===== src/rtl/clk_root_cfg_pkg.sv =====
`timescale 1ns/1ps
package clk_root_cfg_pkg;
  localparam int REG_AW = 5;

  localparam logic [REG_AW-1:0] OFS_CMD = 5'h00;
  localparam logic [REG_AW-1:0] OFS_CFG = 5'h04;
  localparam logic [REG_AW-1:0] OFS_M   = 5'h08;
  localparam logic [REG_AW-1:0] OFS_N   = 5'h0C;
  localparam logic [REG_AW-1:0] OFS_D   = 5'h10;

  // dirty flag i sits at command bit DIRTY_LSB+i
  localparam int DIRTY_CNT = 4;
  localparam int DIRTY_LSB = 4;
  localparam logic [REG_AW-1:0] DIRTY_OFS [DIRTY_CNT] = '{OFS_CFG, OFS_N, OFS_M, OFS_D};

  localparam int CMD_UPD_BIT   = 0;
  localparam int CMD_FORCE_BIT = 1;
  localparam int CMD_OFF_BIT   = 31;

  localparam int CFG_SRC_LSB  = 8;
  localparam int CFG_MODE_LSB = 12;
  localparam int CFG_HWC_BIT  = 20;

  typedef struct packed {
    logic [2:0] src;
    logic [1:0] mode;
    logic       hwc;
  } cfg_ctl_t;

  // config readback: pre-divider at the bottom, fixed fields above it
  function automatic logic [31:0] pack_cfg(logic [31:0] div_ext, cfg_ctl_t c);
    logic [31:0] w;
    w = div_ext;
    w[CFG_SRC_LSB +: 3]  = c.src;
    w[CFG_MODE_LSB +: 2] = c.mode;
    w[CFG_HWC_BIT]       = c.hwc;
    return w;
  endfunction

  function automatic cfg_ctl_t unpack_ctl(logic [31:0] w);
    cfg_ctl_t c;
    c.src  = w[CFG_SRC_LSB +: 3];
    c.mode = w[CFG_MODE_LSB +: 2];
    c.hwc  = w[CFG_HWC_BIT];
    return c;
  endfunction
endpackage


===== src/rtl/rcfg_sync.sv =====
`timescale 1ns/1ps
module rcfg_sync #(
  parameter int STAGES = 2
) (
  input  logic clk,
  input  logic rst_n,
  input  logic d_async,
  output logic q_sync
);
  logic [STAGES-1:0] chain;

  always_ff @(posedge clk) begin
    if (!rst_n) chain <= '0;
    else        chain <= {chain[STAGES-2:0], d_async};
  end

  assign q_sync = chain[STAGES-1];
endmodule


===== src/rtl/rcfg_shadow.sv =====
`timescale 1ns/1ps
module rcfg_shadow
  import clk_root_cfg_pkg::*;
#(
  parameter int DIV_W = 5,
  parameter int MND_W = 8
) (
  input  logic                 clk,
  input  logic                 rst_n,
  input  logic                 wr_en,
  input  logic [REG_AW-1:0]    addr,
  input  logic [31:0]          wdata,
  input  logic                 commit_fire,
  output logic [DIV_W-1:0]     shd_div,
  output cfg_ctl_t             shd_ctl,
  output logic [MND_W-1:0]     shd_m,
  output logic [MND_W-1:0]     shd_n,
  output logic [MND_W-1:0]     shd_d,
  output logic [DIRTY_CNT-1:0] dirty
);
  logic [DIRTY_CNT-1:0] hit;

  always_ff @(posedge clk) begin
    if (!rst_n) begin
      shd_div <= '0;
      shd_ctl <= '0;
      shd_m   <= '0;
      shd_n   <= '0;
      shd_d   <= '0;
    end else if (wr_en) begin
      if (addr == OFS_CFG) begin
        shd_div <= wdata[DIV_W-1:0];
        shd_ctl <= unpack_ctl(wdata);
      end
      if (addr == OFS_M) shd_m <= wdata[MND_W-1:0];
      if (addr == OFS_N) shd_n <= wdata[MND_W-1:0];
      if (addr == OFS_D) shd_d <= wdata[MND_W-1:0];
    end
  end

  // one dirty flag per register; a write on the commit edge keeps it set
  for (genvar g = 0; g < DIRTY_CNT; g++) begin : g_dirty
    assign hit[g] = wr_en && (addr == DIRTY_OFS[g]);
    always_ff @(posedge clk) begin
      if (!rst_n)           dirty[g] <= 1'b0;
      else if (hit[g])      dirty[g] <= 1'b1;
      else if (commit_fire) dirty[g] <= 1'b0;
    end
  end
endmodule


===== src/rtl/rcfg_commit.sv =====
`timescale 1ns/1ps
module rcfg_commit
  import clk_root_cfg_pkg::*;
#(
  parameter int DIV_W = 5,
  parameter int MND_W = 8
) (
  input  logic             clk,
  input  logic             rst_n,
  input  logic             upd_req,
  input  logic [DIV_W-1:0] shd_div,
  input  cfg_ctl_t         shd_ctl,
  input  logic [MND_W-1:0] shd_m,
  input  logic [MND_W-1:0] shd_n,
  input  logic [MND_W-1:0] shd_d,
  output logic             upd_pend,
  output logic             commit_fire,
  output logic [DIV_W-1:0] act_div,
  output cfg_ctl_t         act_ctl,
  output logic [MND_W-1:0] act_m,
  output logic [MND_W-1:0] act_n,
  output logic [MND_W-1:0] act_d
);
  logic copied;

  assign commit_fire = upd_pend && !copied;

  always_ff @(posedge clk) begin
    if (!rst_n) begin
      upd_pend <= 1'b0;
      copied   <= 1'b0;
    end else begin
      upd_pend <= upd_req || (upd_pend && !copied);
      copied   <= commit_fire && !upd_req;
    end
  end

  always_ff @(posedge clk) begin
    if (!rst_n) begin
      act_div <= '0;
      act_ctl <= '0;
      act_m   <= '0;
      act_n   <= '0;
      act_d   <= '0;
    end else if (commit_fire) begin
      act_div <= shd_div;
      act_ctl <= shd_ctl;
      act_m   <= shd_m;
      act_n   <= shd_n;
      act_d   <= shd_d;
    end
  end
endmodule


===== src/rtl/clk_root_cfg.sv =====
`timescale 1ns/1ps
module clk_root_cfg
  import clk_root_cfg_pkg::*;
#(
  parameter int DIV_W = 5,
  parameter int MND_W = 8
) (
  input  logic             clk,
  input  logic             rst_n,
  input  logic             wr_en,
  input  logic [4:0]       addr,
  input  logic [31:0]      wdata,
  output logic [31:0]      rdata,
  input  logic             root_running_i,
  output logic             root_force_on,
  output logic [2:0]       act_src_sel,
  output logic [DIV_W-1:0] act_div,
  output logic [1:0]       act_mode,
  output logic             act_hw_ctrl,
  output logic [MND_W-1:0] act_m,
  output logic [MND_W-1:0] act_n,
  output logic [MND_W-1:0] act_d
);
  logic                 cmd_wr;
  logic                 upd_req;
  logic                 upd_pend;
  logic                 commit_fire;
  logic                 run_sync;
  logic                 force_en;
  logic [DIRTY_CNT-1:0] dirty;
  logic [DIV_W-1:0]     shd_div;
  cfg_ctl_t             shd_ctl;
  cfg_ctl_t             act_ctl;
  logic [MND_W-1:0]     shd_m, shd_n, shd_d;

  assign cmd_wr  = wr_en && (addr == OFS_CMD);
  assign upd_req = cmd_wr && wdata[CMD_UPD_BIT];

  always_ff @(posedge clk) begin
    if (!rst_n)      force_en <= 1'b0;
    else if (cmd_wr) force_en <= wdata[CMD_FORCE_BIT];
  end
  assign root_force_on = force_en;

  rcfg_sync #(.STAGES(2)) u_sync (
    .clk(clk), .rst_n(rst_n), .d_async(root_running_i), .q_sync(run_sync)
  );

  rcfg_shadow #(.DIV_W(DIV_W), .MND_W(MND_W)) u_shadow (
    .clk(clk), .rst_n(rst_n), .wr_en(wr_en), .addr(addr), .wdata(wdata),
    .commit_fire(commit_fire), .shd_div(shd_div), .shd_ctl(shd_ctl),
    .shd_m(shd_m), .shd_n(shd_n), .shd_d(shd_d), .dirty(dirty)
  );

  rcfg_commit #(.DIV_W(DIV_W), .MND_W(MND_W)) u_commit (
    .clk(clk), .rst_n(rst_n), .upd_req(upd_req),
    .shd_div(shd_div), .shd_ctl(shd_ctl), .shd_m(shd_m), .shd_n(shd_n), .shd_d(shd_d),
    .upd_pend(upd_pend), .commit_fire(commit_fire),
    .act_div(act_div), .act_ctl(act_ctl), .act_m(act_m), .act_n(act_n), .act_d(act_d)
  );

  assign act_src_sel = act_ctl.src;
  assign act_mode    = act_ctl.mode;
  assign act_hw_ctrl = act_ctl.hwc;

  always_comb begin
    rdata = '0;
    case (addr)
      OFS_CMD: begin
        rdata[CMD_UPD_BIT]                 = upd_pend;
        rdata[CMD_FORCE_BIT]               = force_en;
        rdata[DIRTY_LSB +: DIRTY_CNT]      = dirty;
        rdata[CMD_OFF_BIT]                 = !run_sync;
      end
      OFS_CFG: rdata = pack_cfg(32'(shd_div), shd_ctl);
      OFS_M:   rdata = 32'(shd_m);
      OFS_N:   rdata = 32'(shd_n);
      OFS_D:   rdata = 32'(shd_d);
      default: rdata = '0;
    endcase
  end
endmodule


===== config.mk =====
export PLATFORM = sky130hd
export DESIGN_NAME = clk_root_cfg
export DESIGN_NICKNAME = d
export VERILOG_FILES = /design/src/rtl/clk_root_cfg_pkg.sv /design/src/rtl/rcfg_sync.sv /design/src/rtl/rcfg_shadow.sv /design/src/rtl/rcfg_commit.sv /design/src/rtl/clk_root_cfg.sv
export SDC_FILE = /design/constraint.sdc
export NUM_CORES = 1
export LEC_CHECK = 0
export ABC_AREA = 1
export CAP_MARGIN = 30
export CORE_AREA = 2 2 97 99
export DETAILED_ROUTE_END_ITERATION = 16
export DIE_AREA = 0 0 99 101
export DONT_BUFFER_PORTS = 1
export GPL_TIMING_DRIVEN = 0
export SYNTH_ARGS = -nofsm -noshare
export SYNTH_HDL_FRONTEND = slang
export SYNTH_SLANG_ARGS = --single-unit

===== constraint.sdc =====
create_clock -name clk -period 1 [get_ports clk]
set_clock_uncertainty 0.05 [all_clocks]
set_input_delay 0 -clock clk [delete_from_list [all_inputs] [get_ports clk]]
set_output_delay 0 -clock clk [all_outputs]
set_load 0.01 [all_outputs]

==> results of run 1 <==
[cell families (layout without fill, tap and decap cells)]
kind of cell / count (synthesis) / after routing / synth area share
buffers and inverters: 96 / 140 / 0.139
DFF: 79 / 79 / 0.451
and+or+nand+nor: 226 / 226 / 0.300
other: 1 / 17 / 0.00107
AOI/OAI and AO/OA: 76 / 76 / 0.108
[report_power, final]
part	leakage (nW)	switching (W)	internal [W]
registers	0.650	0.0000270	0.00318
clock network	0.0850	0.00112	0.000942
logic	1.33	0.000293	0.000185
total	2.06	0.00144	0.00431
[per-stage QoR]
step,util,std cells,TNS [ns]
after floorplan,-,494,0
after global placement,0.414,605,-10.30
after detailed placement,0.414,605,-11.61
after CTS,0.481,646,-3.93
after global routing,0.493,649,-6.80
final,0.493,649,-4.15
[flip-flops by register name (all words and copies together), names as in the netlist]
register,flops
u_commit.copied,1
u_sync.chain,2
u_shadow.shd_d,8
u_shadow.shd_m,8
u_commit.act_n,8
u_commit.act_d,8
u_commit.upd_pend,1
u_shadow.dirty,4
root_force_on,1
u_commit.act_m,8
u_shadow.shd_ctl,6
u_commit.act_ctl,6
u_commit.act_div,5
u_shadow.shd_div,5
u_shadow.shd_n,8
[worst min-delay path by stage]
stage / endpoint / depth (start not counted) / slack, ns
final: u_shadow.shd_m[1]$_SDFFE_PN0P_ / 5 / -0.1
after global routing: u_shadow.shd_m[7]$_SDFFE_PN0P_ / 5 / -0.08
after CTS: u_shadow.shd_m[7]$_SDFFE_PN0P_ / 5 / -0.11
after detailed placement: u_sync.chain[0]$_SDFF_PN0_ / 2 / 0.05
after global placement: u_sync.chain[0]$_SDFF_PN0_ / 2 / 0.05
after floorplan: u_sync.chain[0]$_SDFF_PN0_ / 2 / 0.05
[cell usage in the layout (no fill, tap or decap), drive strengths merged]
master	instances
dlygate4sd3	17
clkinvlp	1
nand4	33
clkbuf	20
nand2	97
conb	17
a21oi	39
dfxtp	79
nor2	93
buf	49
nand3	3
inv	50
clkinv	3
o21ai	37
[metal layers]
metal,up-vias,track usage,part of all wire
li1,1596,-,-
met1,1451,0.267,0.44
met2,112,0.317,0.46
met3,18,0.0610,0.077
met4,0,0.0632,0.022
met5,-,0,0
[final cells by class]
| type | count | area [um^2] |
|---|---|---|
| Sequential cell | 79 | 1610 |
| Buffer | 46 | 382 |
| Clock buffer | 11 | 141 |
| Inverter | 50 | 193 |
| Multi-Input combinational cell | 319 | 1620 |
| Fill cell | 893 | 4550 |
| Tap cell | 111 | 139 |
| Timing Repair Buffer | 29 | 322 |
| Clock inverter | 4 | 22.5 |
[worst max-delay path: stages, from the launching register on]
cell and delay, ns:
dfxtp_2 0.32, inv_2 0.04, nor2_4 0.12, buf_12 0.16, buf_6 0.12, clkbuf_8 0.14, a21oi_1 0.07
[timing repair]
action	CTS	global route
gates cloned	3	1
resized for setup	82	34
pin swaps	12	8
setup buffers	6	2
endpoints found under the setup margin	51	55
hold endpoints to repair	58	24
==> run summary, run 1 <==
The flow ran to the end, but the final reports show violations. The checks that failed: negative hold slack, negative setup slack. The run gives 1.34 ns as the data arrival time at the worst-slack endpoint. The per-instance average area after synthesis was 7.33 um^2. VDD sags by at most 1180 uV. The logs give -0.138 ns for the worst setup margin and 17 for the total of hold buffers inserted after clock tree synthesis. Across the run, the number of max-cap violations was 0. Number of buffers between clock root and the deepest sink: 2.

The layout-stage area growth over the synthesis result works out to 26.3%. Entering global routing, the biggest net connects 13 pins. The worst register-to-register path begins at u_commit.upd_pend$_SDFF_PN0_. Maximum net fanout on the critical path: 8. The final critical-path required period is 1.14 ns. In this run the cell area measured after placement is 3720 um^2. The H-tree was split into 3 levels. Counting flops and latches in the post-synthesis netlist gives 79. After routing the design area is 4430 um^2. For the maximum clock frequency, the log shows 878 MHz.

The number of global-route vias before repair was 2973. The critical path class is flop to flop. The number of library cell types mapped by synthesis is 22, and the areal power density over the cells is 1300 nW/um^2.

The clock insertion delay at the later pin of the skew report came out at 0.36 ns. Ranked by instance count, the synthesized netlist is headed by 95 x nand2_1, 85 x nor2_1, 79 x dfxtp_1, 45 x inv_1, 39 x a21oi_1. The post-route worst hold slack is -0.0988 ns, and the final critical-path share of the clock period is 1.14. The routability-driven placement congestion ratio is 0.872, and the clock-pin slew on the worst setup and hold paths is 0.08 ns.

The detail-routed via count per cell was 4.90. Antenna cell count: 0. The analysis attributes to cell leakage a power of 2.06 nW. The biggest area contributor in the post-synthesis netlist is dfxtp_1. The top-area cell type share of the netlist area was 0.451; the final routed wirelength across all metal layers was 10.1 mm. The floorplan core area was 8980 um^2; the sequential fraction of the synthesis area was 0.451.

The path type of the worst min-delay path is primary input to flop. The share of flip-flops with an asynchronous set or reset after synthesis was 0. TritonCTS built the clock tree. The global-route total usage across every layer was 0.202; the summed instance area of the synthesized netlist was 3510 um^2. After synthesis, the cell types taking the most area are dfxtp_1 45%, nand2_1 10%, nor2_1 9.1%.

The first global-routing pass estimated 15.6 mm of wire. Yosys mapped a number of flops with a built-in enable equal to 0. Launching element of the worst setup path: u_commit.upd_pend$_SDFF_PN0_.

Kind of start point of the critical path: a flop. Data on the critical path is required at its endpoint by 1.20 ns. For this run, design rule violations remaining after detail routing come to 0. The die is 101 um tall.

The first TritonRoute pass finished after 4 iterations. The run gives 0 as the warning count from the yosys run. The final-report hold violation count came out at 24.

The run gives 79 as the total number of clock tree sinks. The cell sitting at the root of the clock tree is a clkbuf_8. For this run, the leading register cell type out of synthesis is dfxtp_1. The number of cells on the worst reg-to-reg path is 6.

In the final design database the tool counted 575 nets. Most numerous cell in the Yosys netlist: nand2_1. Once detail routing completed, the nets flagged for antenna violations numbered 0. The worst slack after detailed placement is -0.338 ns, and the total clock buffers created by CTS is 9. The worst hold path begins at addr[0].

Setup violations remaining at the end of the flow were counted as 48. Input and output buffers added on the ports amount to 0. The tools report the number of standard-cell rows in the floorplan as 35. The die covers 10000 um^2.

The tools report the capture instance of the worst register-to-register path as u_commit.act_ctl[1]$_SDFFE_PN0P_. The tools report the total count of max-transition violations in the final report as 0. The routed length per instance was 15.5 um; the global route total overflow was 0.

In this run the count of I/O pins placed on the die edge is 109. The initial standard-cell utilization of the core came out at 0.391. The number of vias in the routed layout was 3177. STA classifies the critical path endpoint as a flop. The HPWL after detailed placement is 7.04 mm. The post-synthesis cell count came out at 478. The share of layout cells above drive strength 1 is 0.266.

Setup repair after global routing could not meet its margin everywhere. The run gives -0.14 ns as the setup slack of the worst register-to-register path. The number of antenna violations at the first check in global routing is 0, and the horizontal die dimension is 99 um. The design draws 0.00575 W. The termination of the worst setup path was u_commit.act_ctl[1]$_SDFFE_PN0P_. The tools report the number of DRC markers in iteration 0 as 181.
Note: power is estimated with default switching activity, not from simulation.
==> run 2: changes to the inputs <==
Settings changed: CORE_AREA 2 2 97 99 to 2 2 112 114, DIE_AREA 0 0 99 101 to 0 0 114 116, MAX_ROUTING_LAYER set to met4, SLEW_MARGIN set to 40.
==> run 2 against run 1 <==
  * The flow still finishes with violations (negative hold slack, negative setup slack)
  * Worst setup slack improved by 0.029 ns
  * Total power up 16%
  * Routed wire length rose by 9.4%
  * Hold slack gained 0.048 ns
  * First-iteration DRC count shrank 5.0%
  * Count of clock-buffer cells in the layout stayed put
  * Sequential power about the same
  * Clock power grew 43%
  * Sequential share of layout area fell by 1.5 points
  * Critical path type unchanged
  * Cell count increased by 6.2%
  * Global-route usage shrank 2.9 points
  * Utilization decreased by 11 points
==> run summary, run 2 (same netlist as run 1, synthesis figures left out) <==
The flow ran to the end, but the final reports show violations. The checks that failed: negative hold slack, negative setup slack. For this design, the slowest cell found on the critical path is dfxtp_2. For this run, design rule violations remaining after detail routing come to 0. For the global route total overflow, the log shows 0.

The run gives 172 as the number of DRC markers in iteration 0. The run gives 4 as the iteration count of the initial detailed-routing pass. The number of hold buffers added after CTS was 20. The portion of total power attributed to combinational logic is 0.075. The tools report the origin of the worst min-delay path as addr[4].

Across the whole layout, storage elements account for 1610 um^2. Dividing the detail-routed via count by the number of cells gives 4.66. Setup repair after global routing could not meet its margin everywhere. The tools report the total count of max-transition violations in the final report as 0. The worst register-to-register path begins at u_commit.upd_pend$_SDFF_PN0_. The initial standard-cell utilization of the core was 0.294; the count of input and output buffers was 0. The tools report the number of buffers between clock root and the deepest sink as 2. Summed over all cells, the static leakage comes to 2.12 nW. For this run, the number of standard cells in the final layout without fillers is 689. The die covers 13200 um^2. The tools report the kind of start point of the critical path as a flop. For the share of the core filled with cells, the log shows 0.387. Based on the critical path, the design can be clocked at up to 901 MHz. The logs give 3210 for the number of vias in the routed layout and 0 for the number of antenna violations at the first check in global routing. Clock-pin slew was measured on the worst setup and hold paths at 0.06 ns. Estimated wirelength of the detail-placed design: 7.82 mm. The final critical-path required period was 1.11 ns.

From synthesis to final layout, the design area changed by 31.3%. The switching fraction of total power is 0.234, and the number of placed instances, taps included is 641. For the number of H-tree branching levels, the log shows 3. The later pin in the worst-skew pair is clocked with a latency of 0.33 ns. The maximum vdd drop was 895 uV; the data arrival time at the worst-slack endpoint was 1.28 ns. Fill cells in the final layout number 1266.

TritonCTS built the clock tree. The share of layout cells above drive strength 1 was 0.255. Path type of the worst min-delay path: primary input to flop. The transition at the pin with the smallest max-transition slack was 0.520 ns; the multi-input logic area was 1600 um^2.

The net switching power is 0.00156 W. The critical path goes through inv_2 -> nor2_4 -> buf_12 -> buf_8 -> clkbuf_16 -> a21oi_1. The tree is rooted in a clkbuf_16.

The tools report the worst slack after detailed placement as -0.308 ns. The post-route worst hold slack was -0.0510 ns. Broken down by cell family, the worst path's largest delay share belongs to buffers and inverters. At the end of routability-driven placement, the weighted congestion stood at 0.902.

Final setup TNS: -3.16 ns. The tools report the total of endpoints with negative setup slack in the final report as 49. The logs give 11.0 mm for the final routed wirelength across all metal layers and 0.443 for the clock network power share. Leaving out fill and tap cells, the most frequent cell in the layout is nand2_1. The final critical-path share of the clock period is 1.11, and the global-route total usage across every layer is 0.173.

The critical path class is flop to flop. Clock tree synthesis inserted a total of 9 buffers. The critical path contains buffers and inverters numbering 4 combined. The tool flagged a number of max-cap violations equal to 0. The top cell types in the final layout, fill and taps aside, are 88 x nand2_1, 76 x nor2_1, 57 x dfxtp_1, 44 x inv_1, 34 x a21oi_1.

The final-report hold violation count was 9. After floorplanning, the core was divided into 40 placement rows. The tools report the largest net degree at the start of global routing as 13.

The number of global-route vias before repair was 3066. The areal power density over the cells came out at 1450 nW/um^2. The worst relative slew slack came out at 0.653. The total area inside the core boundary comes to 11900 um^2. The die is 116 um tall.

The number of placed I/O pins was 109. The total number of clock tree sinks was 79; the routed length per instance was 16.0 um. The tools report the launching element of the worst setup path as u_commit.upd_pend$_SDFF_PN0_. The logs give 1.17 ns for the worst path required time and 0.00511 W for the internal power contribution.

Along the worst path, the maximum fanout reaches 10. The number of routed nets with antenna violations was 0; the delay of the slowest critical-path stage was 0.32 ns. The logs give 0.482 for the sequential cell fraction of total power and -0.109 ns for the worst setup margin. The repair_antennas step left the layout with diodes totalling 0. The floorplan step set the die width to 114 um. At the end of the flow, the number of nets in the layout was 579.

The first-pass GRT wire length was 16.9 mm. The worst setup path is captured at a flop.
-- run 2: power groups by stage --
stage | Combinational [W] | Sequential, W | Clock (W)
floorplan | 0.000295 | 0.00327 | 0
global route | 0.000544 | 0.00322 | 0.00313
global placement | 0.000357 | 0.00328 | 0
detailed placement | 0.000363 | 0.00328 | 0
finish | 0.000502 | 0.00321 | 0.00295
CTS | 0.000470 | 0.00321 | 0.00302
-- run 2: routing by layer --
metal | share of wire | up-vias | global-route usage
met3 | 0.078 | 12 | 0.0439
met5 | 0 | - | -
met2 | 0.49 | 107 | 0.284
met4 | 0.015 | 0 | 0.0528
met1 | 0.42 | 1483 | 0.209
li1 | - | 1608 | -
-- run 2: path summary, 6_finish.rpt --
path                                            to  slack, ns  cells past startpoint
setup / recovery  u_commit.act_div[4]$_SDFFE_PN0P_      -0.11                      6
hold reg to reg         u_sync.chain[1]$_SDFF_PN0_       0.36                      2
setup reg to reg  u_commit.act_div[4]$_SDFFE_PN0P_      -0.11                      6
hold / removal      u_shadow.shd_m[3]$_SDFFE_PN0P_      -0.05                      5
-- run 2: cell type report --
type | count | area share
Sequential cell | 79 | 0.349
Tap cell | 147 | 0.0399
Clock buffer | 11 | 0.0527
Buffer | 44 | 0.0829
Clock inverter | 4 | 0.00489
Inverter | 50 | 0.0413
Multi-Input combinational cell | 319 | 0.348
Timing Repair Buffer | 35 | 0.0807
-- run 2: worst min-delay path: stages --
cell and delay (ns):
nor2_2 0.03, nand4_4 0.13, nand2_1 0.06, nand2_1 0.05, nor2_1 0.03
-- run 2: per-stage QoR --
stage               total power [W]  instance area [um^2]
floorplan                   0.00357                  3580
global placement            0.00364                  3760
detailed placement          0.00365                  3760
CTS                         0.00670                  4420
global route                0.00689                  4600
finish                      0.00667                  4600
-- run 2: timing repair --
| action | in CTS | in global routing |
|---|---|---|
| buffers inserted | 6 | 5 |
| pin swaps | 10 | 10 |
| cloned | 2 | 2 |
| endpoints found under the setup margin | 55 | 55 |
| gates resized for setup | 60 | 43 |
| hold endpoints to repair | 53 | 3 |
==> run 3: changes to the inputs <==
Settings changed: ABC_AREA 1 to unset, CORE_AREA 2 2 112 114 to 2 2 110 112, DIE_AREA 0 0 114 116 to 0 0 112 114, SETUP_SLACK_MARGIN set to 0.1.
==> run 3 against run 2 <==
  * Utilization up 1.9 points
  * Design area up 3.1%
  * Critical path depth down 4
  * Sequential share of layout area down 0.84 points
  * Clock power up 15%
  * Via count down 14%
  * Area after synthesis down 3.1%
  * Sequential power down 1%
  * Largest power group is now clock
  * Non-clock buffer count up 1
  * The flow still finishes with violations (negative hold slack, negative setup slack)
==> run summary, run 3 <==
For the worst setup path, the data arrival time is 1.44 ns. At the later pin of the worst-skew pair, clock insertion delay measures 0.34 ns. The slowest stage of the critical path is the mux4_2 cell. Among all flip-flop cells after synthesis, the most frequent one is dfxtp_1. For the pin with the worst max-slew slack, the measured transition is 0.799 ns. Buffers inserted during clock tree synthesis total 9.

The horizontal die dimension came out at 112 um. The share of the synthesized area in compound gates (AO/OA/AOI/OAI) was 0.117; the post-route worst hold slack was -0.152 ns. For the number of standard-cell rows in the floorplan, the log shows 40. The logs give 109 for the number of placed I/O pins and 0.877 for the routability-driven placement congestion ratio.

Number of routed nets with antenna violations: 0. The post-synthesis cell count is 375. After synthesis, the most frequently instantiated cells are 125 x nand2_1, 79 x dfxtp_1, 41 x mux2i_1, 37 x a21boi_0, 18 x buf_4.

Yosys attributes the largest share of cell area to dfxtp_1 47%, nand2_1 14%, mux2i_1 12%. 0 antenna diodes ended up in the layout. The tree is rooted in a clkbuf_16. Across the VDD grid, the largest voltage drop is 635 uV. The routed layout has 2763 vias. The first detailed-routing pass ran for 4 iterations. Mux cell area share after synthesis: 0.141. The tools report the number of buffers between clock root and the deepest sink as 2. For the largest net degree at the start of global routing, the log shows 13. The number of enable flip-flop cells after synthesis was 0.

The fraction of synthesized cell area in xor and xnor cells was 0. The run gives 0 as the number of antenna violations at the first check in global routing. The analysis attributes to cell leakage a power of 2.14 nW. Top-area cell type share of the netlist area: 0.466.

Timing would allow up to 673 MHz. The adder-cell area share of the yosys netlist is 0, and the global route total overflow is 0. The worst relative slew slack is 0.463, and the final critical-path share of the clock period is 1.49. The cell area that synthesis handed to floorplanning was 3400 um^2. The worst setup margin is -0.487 ns, and the estimated wirelength of the detail-placed design is 6.97 mm.

TritonCTS built the clock tree. The setup check on the worst reg-to-reg path leaves a slack of -0.26 ns. The worst path in the final design needs a cycle of 1.49 ns, including I/O delays and setup. The sequential fraction of the synthesis area was 0.466. The synthesized design spends more area on one cell type than any other, namely dfxtp_1. After detailed routing, the total wire length is 10.0 mm. The share of flip-flops with an asynchronous set or reset after synthesis works out to 0. The total of hold buffers inserted after clock tree synthesis is 15.

The logs give 118 for the number of DRC markers in iteration 0 and 0.95 ns for the worst path required time. The flow ran to the end, but the final reports show violations. On the worst path, the slowest cell contributes a delay of 0.49 ns. In this run the vertical extent of the chip is 114 um. The detailed-route DRC error count came out at 0. The tools report the total of endpoints with negative setup slack in the final report as 49.

The detail-routed via count per cell came out at 4.68. The initial standard-cell utilization of the core is 0.290, and the total number of clock tree sinks is 79. The library cell used most frequently in the layout, excluding fill and tap cells, is nand2_1. For the number of global-route vias before repair, the log shows 2744.

The worst setup path is captured at a primary output. The first-pass GRT wire length was 15.5 mm. In this run the power density over the cells is 1480 nW/um^2.

The number of H-tree branching levels was 3; the clock-pin slew on the worst setup and hold paths was 0.06 ns. The global-route total usage across every layer came out at 0.165. The run gives 0.405 as the share of the core filled with cells. The logs give 11700 um^2 for the floorplan core area and 35 for the number of library cell types mapped by synthesis. The post-synthesis share of cell area spent on and, or, nand and nor gates is 0.201, and the total number of nets in the final design is 480.

The checks that failed: negative hold slack, negative setup slack. The count of input and output buffers came out at 0. The tools report the warning count from the yosys run as 0. Traced cell by cell, the critical path runs through mux4_2 -> a22o_4. The design draws 0.00700 W. The kind of start point of the critical path is a flop.

Critical path class: flop to primary output. The most numerous cell in the Yosys netlist was nand2_1. After detailed routing, the average wire length per cell comes to 17.0 um.

Total count of max-transition violations in the final report: 0. Main combinational cell family by area after synthesis: simple AND/OR/NAND/NOR gates. The final-report hold violation count is 5, and the layout-stage area growth over the synthesis result is 39.7%. The register bit total from synthesis was 79; the share of layout cells above drive strength 1 was 0.340. The path type of the worst min-delay path was primary input to flop.

A synthesized cell averages 9.06 um^2. Setup repair after global routing could not meet its margin everywhere. The maximum net fanout on the critical path was 3. Across the run, the number of max-cap violations was 0. The die covers 12800 um^2. The library cells used most frequently in the layout, excluding fill and tap cells, are 105 x nand2_1, 53 x dfxtp_1, 41 x mux2i_1, 33 x buf_4, 27 x a21boi_1.
[run 3: per-layer routing]
layer	part of all wire	global-route usage	vias to the layer above
met5	0	-	-
met4	0.0097	0.0415	0
met3	0.071	0.0616	8
met2	0.50	0.278	63
met1	0.42	0.187	1345
li1	-	-	1347
[run 3: logic make-up after synthesis]
logic type	after synthesis
mux	44
flops	79
simple gates	155
buf+inv	43
other cells	1
compound gates	53
[run 3: worst paths after layout]
kind                             startpoint                          to  cells past startpoint
max          u_shadow.shd_n[4]$_SDFFE_PN0P_                    rdata[4]                      2
min                                 addr[0]  u_commit.copied$_SDFF_PN0_                      2
max reg2reg    u_commit.upd_pend$_SDFF_PN0_  u_commit.copied$_SDFF_PN0_                      6
min reg2reg      u_sync.chain[0]$_SDFF_PN0_  u_sync.chain[1]$_SDFF_PN0_                      1
[run 3: repair_timing]
action | in CTS | in global routing
resized for setup | 73 | 60
gates cloned | 4 | 0
setup buffers | 15 | 4
setup endpoints to repair | 77 | 87
pin swaps | 9 | 32
hold endpoints to repair | 39 | 5
[run 3: through the flow]
step | area [um^2] | hold slack (ns) | std cells | setup TNS, ns | worst slack, ns
3_5_place_dp | 3700 | 0.0582 | 538 | -18.37 | -0.439
2_1_floorplan | 3520 | 0.0486 | 391 | -0.611 | -0.0437
5_1_grt | 4750 | -0.152 | 591 | -11.56 | -0.515
4_1_cts | 4540 | -0.160 | 588 | -8.80 | -0.494
3_3_place_gp | 3700 | 0.0603 | 538 | -16.37 | -0.419
6_report | 4750 | -0.152 | 591 | -9.43 | -0.487
[run 3: power breakdown]
group          leakage (nW)  total [W]  switching, W  internal (W)
combinational          1.34   0.000427      0.000226      0.000201
sequential            0.651    0.00317     0.0000141       0.00316
clock                 0.149    0.00340       0.00126       0.00214
total                  2.14    0.00700       0.00150       0.00550
[run 3: area by class of cell]
cell class,count,area (um^2)
clock buffer,14,274
timing repair buffer,37,382
buffer,43,380
clock inverter,2,37.5
fill,1178,6960
sequential,79,1620
multi-input combinational,269,1870
tap,147,184
[run 3: worst max-delay path: cells and delay by family, from the launching register on]
family	cells	cell delay, ns
flops	1	0.33
compound gates	1	0.28
mux	1	0.49
